[src/rtl/mlatch_pkg.sv]
package mlatch_pkg;

  localparam int ADDR_W = 16;

  // Events reported by the datapath after synchronisation
  typedef struct packed {
    logic              pinLevel;
    logic              pinRise;
    logic              readFall;
    logic [ADDR_W-1:0] readAddr;
  } mlatch_evt_t;

  // Strobes issued by the control toward the datapath
  typedef struct packed {
    logic setLatch;
    logic clrLatch;
    logic forceClr;
    logic selLatch;
  } mlatch_ctl_t;

endpackage

[src/rtl/mlatch_datapath.sv]
module mlatch_datapath
  import mlatch_pkg::*;
#(
  parameter int SYNC_STAGES = 2
) (
  input  logic              clk,
  input  logic              rst_n,
  input  logic              irqPin,
  input  logic              iorN,
  input  logic [ADDR_W-1:0] ioAddr,
  input  mlatch_ctl_t       ctl,
  output mlatch_evt_t       evt,
  output logic              irq12Out
);

  localparam int LAST = SYNC_STAGES - 1;

  logic [LAST:0]     pinPipe;
  logic [LAST:0]     iorPipe;
  logic [ADDR_W-1:0] addrPipe [SYNC_STAGES];
  logic              pinPrev;
  logic              iorPrev;
  logic              pending;

  // Synchroniser chains for the asynchronous pin and strobe
  always_ff @(posedge clk or negedge rst_n) begin
    if (!rst_n) begin
      pinPipe <= '0;
      iorPipe <= '1;
      pinPrev <= 1'b0;
      iorPrev <= 1'b1;
    end else begin
      pinPipe <= {pinPipe[LAST-1:0], irqPin};
      iorPipe <= {iorPipe[LAST-1:0], iorN};
      pinPrev <= pinPipe[LAST];
      iorPrev <= iorPipe[LAST];
    end
  end

  // Address pipeline matching the strobe synchroniser depth
  genvar st;
  generate
    for (st = 0; st < SYNC_STAGES; st++) begin : gAddr
      always_ff @(posedge clk or negedge rst_n) begin
        if (!rst_n) begin
          addrPipe[st] <= '0;
        end else if (st == 0) begin
          addrPipe[st] <= ioAddr;
        end else begin
          addrPipe[st] <= addrPipe[(st == 0) ? 0 : st-1];
        end
      end
    end
  endgenerate

  always_comb begin
    evt.pinLevel = pinPipe[LAST];
    evt.pinRise  = pinPipe[LAST] & ~pinPrev;
    evt.readFall = iorPrev & ~iorPipe[LAST];
    evt.readAddr = addrPipe[LAST];
  end

  // Pending request flag
  always_ff @(posedge clk or negedge rst_n) begin
    if (!rst_n) begin
      pending <= 1'b0;
    end else if (ctl.forceClr) begin
      pending <= 1'b0;
    end else if (ctl.setLatch) begin
      pending <= 1'b1;
    end else if (ctl.clrLatch) begin
      pending <= 1'b0;
    end
  end

  assign irq12Out = ctl.selLatch ? pending : pinPipe[LAST];

  assert_std_clear_R9: assert property (@(posedge clk) disable iff (!rst_n)
    ctl.forceClr |=> !pending);

  assert_edge_sets_R3: assert property (@(posedge clk) disable iff (!rst_n)
    (ctl.setLatch && !ctl.forceClr) |=> pending);

  assert_read_clears_R5: assert property (@(posedge clk) disable iff (!rst_n)
    ctl.clrLatch |=> !pending);

  assert_hold_R4: assert property (@(posedge clk) disable iff (!rst_n)
    (pending && !ctl.clrLatch && !ctl.forceClr) |=> pending);

  assert_std_follow_R2: assert property (@(posedge clk) disable iff (!rst_n)
    (!ctl.selLatch && SYNC_STAGES == 2) |-> (irq12Out == $past(pinPipe[0])));

endmodule

[src/rtl/mlatch_ctrl.sv]
module mlatch_ctrl
  import mlatch_pkg::*;
#(
  parameter logic [ADDR_W-1:0] TRIGGER_ADDR = 16'h0060
) (
  input  logic        clk,
  input  logic        rst_n,
  input  logic        mouseMode,
  input  mlatch_evt_t evt,
  output mlatch_ctl_t ctl
);

  logic readHit;

  assign readHit = evt.readFall && (evt.readAddr == TRIGGER_ADDR);

  always_comb begin
    ctl.selLatch = mouseMode;
    ctl.forceClr = ~mouseMode;
    ctl.setLatch = mouseMode & evt.pinRise;
    // A coincident edge wins over the clearing read
    ctl.clrLatch = mouseMode & readHit & ~evt.pinRise;
  end

  assert_strobes_exclusive_R8: assert property (@(posedge clk) disable iff (!rst_n)
    $onehot0({ctl.setLatch, ctl.clrLatch, ctl.forceClr}));

  assert_miss_no_clear_R6: assert property (@(posedge clk) disable iff (!rst_n)
    (evt.readAddr != TRIGGER_ADDR) |-> !ctl.clrLatch);

endmodule

[src/rtl/mouse_irq_latch.sv]
module mouse_irq_latch
  import mlatch_pkg::*;
#(
  parameter int                SYNC_STAGES  = 2,
  parameter logic [ADDR_W-1:0] TRIGGER_ADDR = 16'h0060
) (
  input  logic              clk,
  input  logic              rst_n,
  input  logic              irqPin,
  input  logic              mouseMode,
  input  logic              iorN,
  input  logic [ADDR_W-1:0] ioAddr,
  output logic              irq12Out
);

  mlatch_evt_t evt;
  mlatch_ctl_t ctl;

  mlatch_datapath #(.SYNC_STAGES(SYNC_STAGES)) dp_i (
    .clk      (clk),
    .rst_n    (rst_n),
    .irqPin   (irqPin),
    .iorN     (iorN),
    .ioAddr   (ioAddr),
    .ctl      (ctl),
    .evt      (evt),
    .irq12Out (irq12Out)
  );

  mlatch_ctrl #(.TRIGGER_ADDR(TRIGGER_ADDR)) ctrl_i (
    .clk       (clk),
    .rst_n     (rst_n),
    .mouseMode (mouseMode),
    .evt       (evt),
    .ctl       (ctl)
  );

  always_comb begin
    assert_reset_idle_R1: assert (rst_n || !irq12Out);
  end

endmodule

[config.mk]
export PLATFORM = sky130hd
export DESIGN_NAME = mouse_irq_latch
export DESIGN_NICKNAME = d
export VERILOG_FILES = /design/src/rtl/mlatch_pkg.sv /design/src/rtl/mlatch_datapath.sv /design/src/rtl/mlatch_ctrl.sv /design/src/rtl/mouse_irq_latch.sv
export SDC_FILE = /design/constraint.sdc
export NUM_CORES = 1
export LEC_CHECK = 0
export CAP_MARGIN = 10
export CELL_PAD_IN_SITES_DETAIL_PLACEMENT = 0
export CELL_PAD_IN_SITES_GLOBAL_PLACEMENT = 2
export CORE_MARGIN = 5
export CORE_UTILIZATION = 36
export CTS_BUF_LIST = sky130_fd_sc_hd__clkbuf_16
export DETAILED_ROUTE_END_ITERATION = 8
export HOLD_SLACK_MARGIN = 0.06
export PLACE_DENSITY = 0.74
export REMOVE_ABC_BUFFERS = 1
export SLEW_MARGIN = 30
export SYNTH_ARGS = -nofsm -noshare
export SYNTH_HDL_FRONTEND = slang
export SYNTH_HIERARCHICAL = 1
export SYNTH_SLANG_ARGS = --single-unit
[constraint.sdc]
create_clock -name clk -period 1.8 [get_ports clk]
set_input_delay 0.45 -clock clk [delete_from_list [all_inputs] [get_ports clk]]
set_output_delay 0.45 -clock clk [all_outputs]
set_load 0.05 [all_outputs]
==> report_table.html <==
<table>
<tr><th>Metric</th><th>Value</th></tr>
<tr><th colspan="2">Clocking</th></tr>
<tr><td>Number of hold-repair buffers added at the cts stage</td><td>0</td></tr>
<tr><td>H-tree levels</td><td>2</td></tr>
<tr><td>Clock tree from TritonCTS</td><td>built</td></tr>
<tr><td>Number of buffers added by the clock tree synthesis step</td><td>5</td></tr>
<tr><td>Clock transition at the register clock pins on the worst setup and hold paths after CTS</td><td>around 50 ps</td></tr>
<tr><td>Later-pin clock latency in the skew report</td><td>~270 ps</td></tr>
<tr><td>Clock buffer depth</td><td>2</td></tr>
<tr><td>Root cell of the clock tree</td><td>sky130_fd_sc_hd__clkbuf_16</td></tr>
<tr><td>Number of clock sinks</td><td>39</td></tr>
<tr><th colspan="2">Die</th></tr>
<tr><td>Chip Height</td><td>slightly below 70 µm</td></tr>
<tr><td>Core area</td><td>3340 µm²</td></tr>
<tr><td>Top Ports</td><td>22</td></tr>
<tr><td>Floorplan die area</td><td>4700 µm²</td></tr>
<tr><td>Floorplan die width</td><td>slightly below 70 µm</td></tr>
<tr><td>Core Rows</td><td>21</td></tr>
<tr><td>Initial core utilization</td><td>37.0%</td></tr>
<tr><th colspan="2">Critical path</th></tr>
<tr><td>Critical path's top delay family</td><td>buffers and inverters</td></tr>
<tr><td>Critical path peak fanout</td><td>4</td></tr>
<tr><td>Arrival @ worst endpoint</td><td>~1200 ps</td></tr>
<tr><td>Crit Path Class</td><td>primary input to primary output</td></tr>
<tr><td>Element type at the critical path end</td><td>primary output</td></tr>
<tr><td>Worst flop-to-flop path startpoint</td><td>dp_i/evt[3]</td></tr>
<tr><td>Worst Reg-to-Reg Cells</td><td>5</td></tr>
<tr><td>Flop-to-flop setup slack</td><td>slightly above 400 ps</td></tr>
<tr><td>Crit path buf inv count</td><td>2</td></tr>
<tr><td>Largest stage delay on the critical path</td><td>roughly 310 ps</td></tr>
<tr><td>Crit path required time</td><td>about 1400 ps</td></tr>
<tr><td>Cells along the critical path</td><td>dlygate4sd2_1 &gt; mux2_4 &gt; buf_4</td></tr>
<tr><td>Critical Path Slowest Stage Cell</td><td>sky130_fd_sc_hd__mux2_4</td></tr>
<tr><td>Setup crit start kind</td><td>primary input</td></tr>
<tr><td>Endpoint of the worst register-to-register path</td><td>dp_i/pending</td></tr>
<tr><th colspan="2">STA</th></tr>
<tr><td>Highest clock frequency the design can meet</td><td>between 500 and 600 MHz</td></tr>
<tr><td>Relative slew margins</td><td>69.9%</td></tr>
<tr><td>Crit path time final</td><td>between 1500 and 2000 ps</td></tr>
<tr><td>Hold slack</td><td>roughly 210 ps</td></tr>
<tr><td>Period Utilization, post-route</td><td>about 93%</td></tr>
<tr><td>Setup repair after global routing missed its margin</td><td>no</td></tr>
<tr><td>Number of endpoints failing setup at the final stage</td><td>0</td></tr>
<tr><td>Total count of max-transition violations in the final report</td><td>0</td></tr>
<tr><td>Setup Skew</td><td>~4 ps</td></tr>
<tr><td>Hold Violations, Final</td><td>0</td></tr>
<tr><td>Setup TNS</td><td>0 ps</td></tr>
<tr><td>Actual slew at the worst max-slew pin</td><td>451 ps</td></tr>
<tr><th colspan="2">Route</th></tr>
<tr><td>Routed wirelength normalized by instance count</td><td>about 11 µm</td></tr>
<tr><td>Detailed route wirelength on metal3</td><td>119 µm</td></tr>
<tr><td>Final antenna-violating net count</td><td>0</td></tr>
<tr><td>Number of iterations in the first detailed-routing pass</td><td>2</td></tr>
<tr><td>Vias per cell</td><td>~3.9</td></tr>
<tr><td>Uppermost layer routed</td><td>met4</td></tr>
<tr><td>Routed met2 length</td><td>699 µm</td></tr>
<tr><td>Number of remaining DRC errors</td><td>0</td></tr>
<tr><td>DRC violation total after the first TritonRoute iteration</td><td>9</td></tr>
<tr><td>Wire length reported by the detailed router</td><td>1390 µm</td></tr>
<tr><td>Wire length on met1</td><td>~510 µm</td></tr>
<tr><td>Routed via count</td><td>between 400 and 500</td></tr>
<tr><th colspan="2">Power</th></tr>
<tr><td>Maximum vdd ir drop</td><td>~0.8 mV</td></tr>
<tr><td>Leakage component of the power</td><td>~0.65 nW</td></tr>
<tr><td>Total power density per cell area</td><td>approximately 1200 nW/µm²</td></tr>
<tr><th colspan="2">Status</th></tr>
<tr><td>Result of the run</td><td>finished, final reports clean</td></tr>
<tr><th colspan="2">Final layout</th></tr>
<tr><td>Antenna diode instance count</td><td>0</td></tr>
<tr><td>P&amp;R area growth vs syn</td><td>22.3%</td></tr>
<tr><td>Total number of nets in the final design</td><td>between 100 and 150</td></tr>
<tr><td>Number of fill cells in the layout</td><td>between 300 and 400</td></tr>
<tr><td>Finished Layout Cells</td><td>129</td></tr>
<tr><td>Share of cells above drive strength 1</td><td>~20%</td></tr>
<tr><td>Area used by sequential logic in the layout</td><td>980 µm²</td></tr>
<tr><td>Footprint of the multi-input gates</td><td>119 µm²</td></tr>
<tr><th colspan="2">Global route</th></tr>
<tr><td>Final global-route overflow total</td><td>0</td></tr>
<tr><td>Number of global-route vias before repair</td><td>543</td></tr>
<tr><td>Initial antenna violation count</td><td>0</td></tr>
<tr><td>All-Layer GR Usage</td><td>under 10%</td></tr>
<tr><td>Largest net degree at the start of global routing</td><td>40</td></tr>
<tr><td>First-pass GRT wire length</td><td>2480 µm</td></tr>
<tr><th colspan="2">Logic synthesis</th></tr>
<tr><td>Average size of a mapped cell</td><td>between 15 and 20 µm²</td></tr>
<tr><td>Post-Synthesis Cell Area</td><td>1230 µm²</td></tr>
<tr><td>Number of standard cells after synthesis</td><td>70</td></tr>
<tr><td>Syn. warnings</td><td>6</td></tr>
<tr><th colspan="2">Placement</th></tr>
<tr><td>Final weighted congestion of routability-driven global placement</td><td>just over 0.7</td></tr>
<tr><td>Port Buf Inserts</td><td>21</td></tr>
<tr><td>Placed Cells</td><td>approximately 120</td></tr>
<tr><th colspan="2">Run</th></tr>
<tr><td>Max_cap viols</td><td>0</td></tr>
<tr><th colspan="2">Min path</th></tr>
<tr><td>Worst min path class</td><td>primary input to async pin</td></tr>
</table>
[cell type report]
type | instances | area share [%]
sequential | 39 | 64.9
multi-input combinational | 12 | 7.88
timing repair buffer | 22 | 13.8
clock inverter | 3 | 0.746
tap | 46 | 3.81
clock buffer | 5 | 8.29
inverter | 2 | 0.498
[sequential cells by signal, indices dropped and copies added (netlist names)]
name           flops
dp_i/pending       1
dp_i/evt          16
dp_i/pinPrev       1
dp_i/pinPipe       2
dp_i/iorPipe       2
dp_i/addrPipe     16
dp_i/iorPrev       1
[cell usage in the layout, fill, tap and decap left out]
master / count
sky130_fd_sc_hd__a21oi_1: 1
sky130_fd_sc_hd__and2_1: 1
sky130_fd_sc_hd__and4bb_2: 1
sky130_fd_sc_hd__buf_2: 1
sky130_fd_sc_hd__buf_4: 2
sky130_fd_sc_hd__clkbuf_16: 5
sky130_fd_sc_hd__clkdlybuf4s50_1: 18
sky130_fd_sc_hd__clkinv_1: 2
sky130_fd_sc_hd__dfrtp_1: 36
sky130_fd_sc_hd__dfstp_2: 3
sky130_fd_sc_hd__dlygate4sd2_1: 1
sky130_fd_sc_hd__inv_1: 3
sky130_fd_sc_hd__mux2_4: 1
sky130_fd_sc_hd__nand2b_1: 1
sky130_fd_sc_hd__nand4_1: 1
sky130_fd_sc_hd__nor2b_1: 2
sky130_fd_sc_hd__nor4_2: 2
sky130_fd_sc_hd__nor4b_2: 2
[how the worst max path moves through the flow]
stage	cells past startpoint	slack, ps	to	startpoint
2_1_floorplan	1	540	irq12Out	mouseMode
3_3_place_gp	3	-130	irq12Out	mouseMode
3_5_place_dp	3	-140	irq12Out	mouseMode
4_1_cts	3	130	irq12Out	mouseMode
5_1_grt	3	110	irq12Out	mouseMode
6_report	3	130	irq12Out	mouseMode
[stage by stage]
step | instance area [µm²] | power (W) | worst slack, ps | utilization [%]
after CTS | 1510 | 0.00183 | 128 | 45.2
after global routing | 1510 | 0.00187 | 106 | 45.2
after detailed placement | 1370 | 0.00104 | -141 | 41.2
after global placement | 1370 | 0.00103 | -130 | 41.2
final | 1510 | 0.00180 | 132 | 45.2
after floorplan | 1110 | 0.000968 | 535 | -
[repair_timing]
action | 4_1_cts | 5_1_grt
setup buffers | 0 | 0
setup endpoints to repair | 1 | 0
resized for setup | 1 | 0
[power breakdown]
group	leakage, nW	total, W	internal [W]	switching (W)
clock	0.0701	0.000781	0.000496	0.000285
combinational	0.124	0.0000786	0.0000475	0.0000311
sequential	0.453	0.000939	0.000925	0.0000144
total	0.647	0.00180	0.00147	0.000330
[per-layer routing]
metal / vias up / global-route usage, %
met1: 242 / 7.91
li1: 232 / -
met4: 0 / 7.44
met3: 6 / 5.51
met5: - / 0
met2: 17 / 11.7
Note: power is estimated with default switching activity, not from simulation.
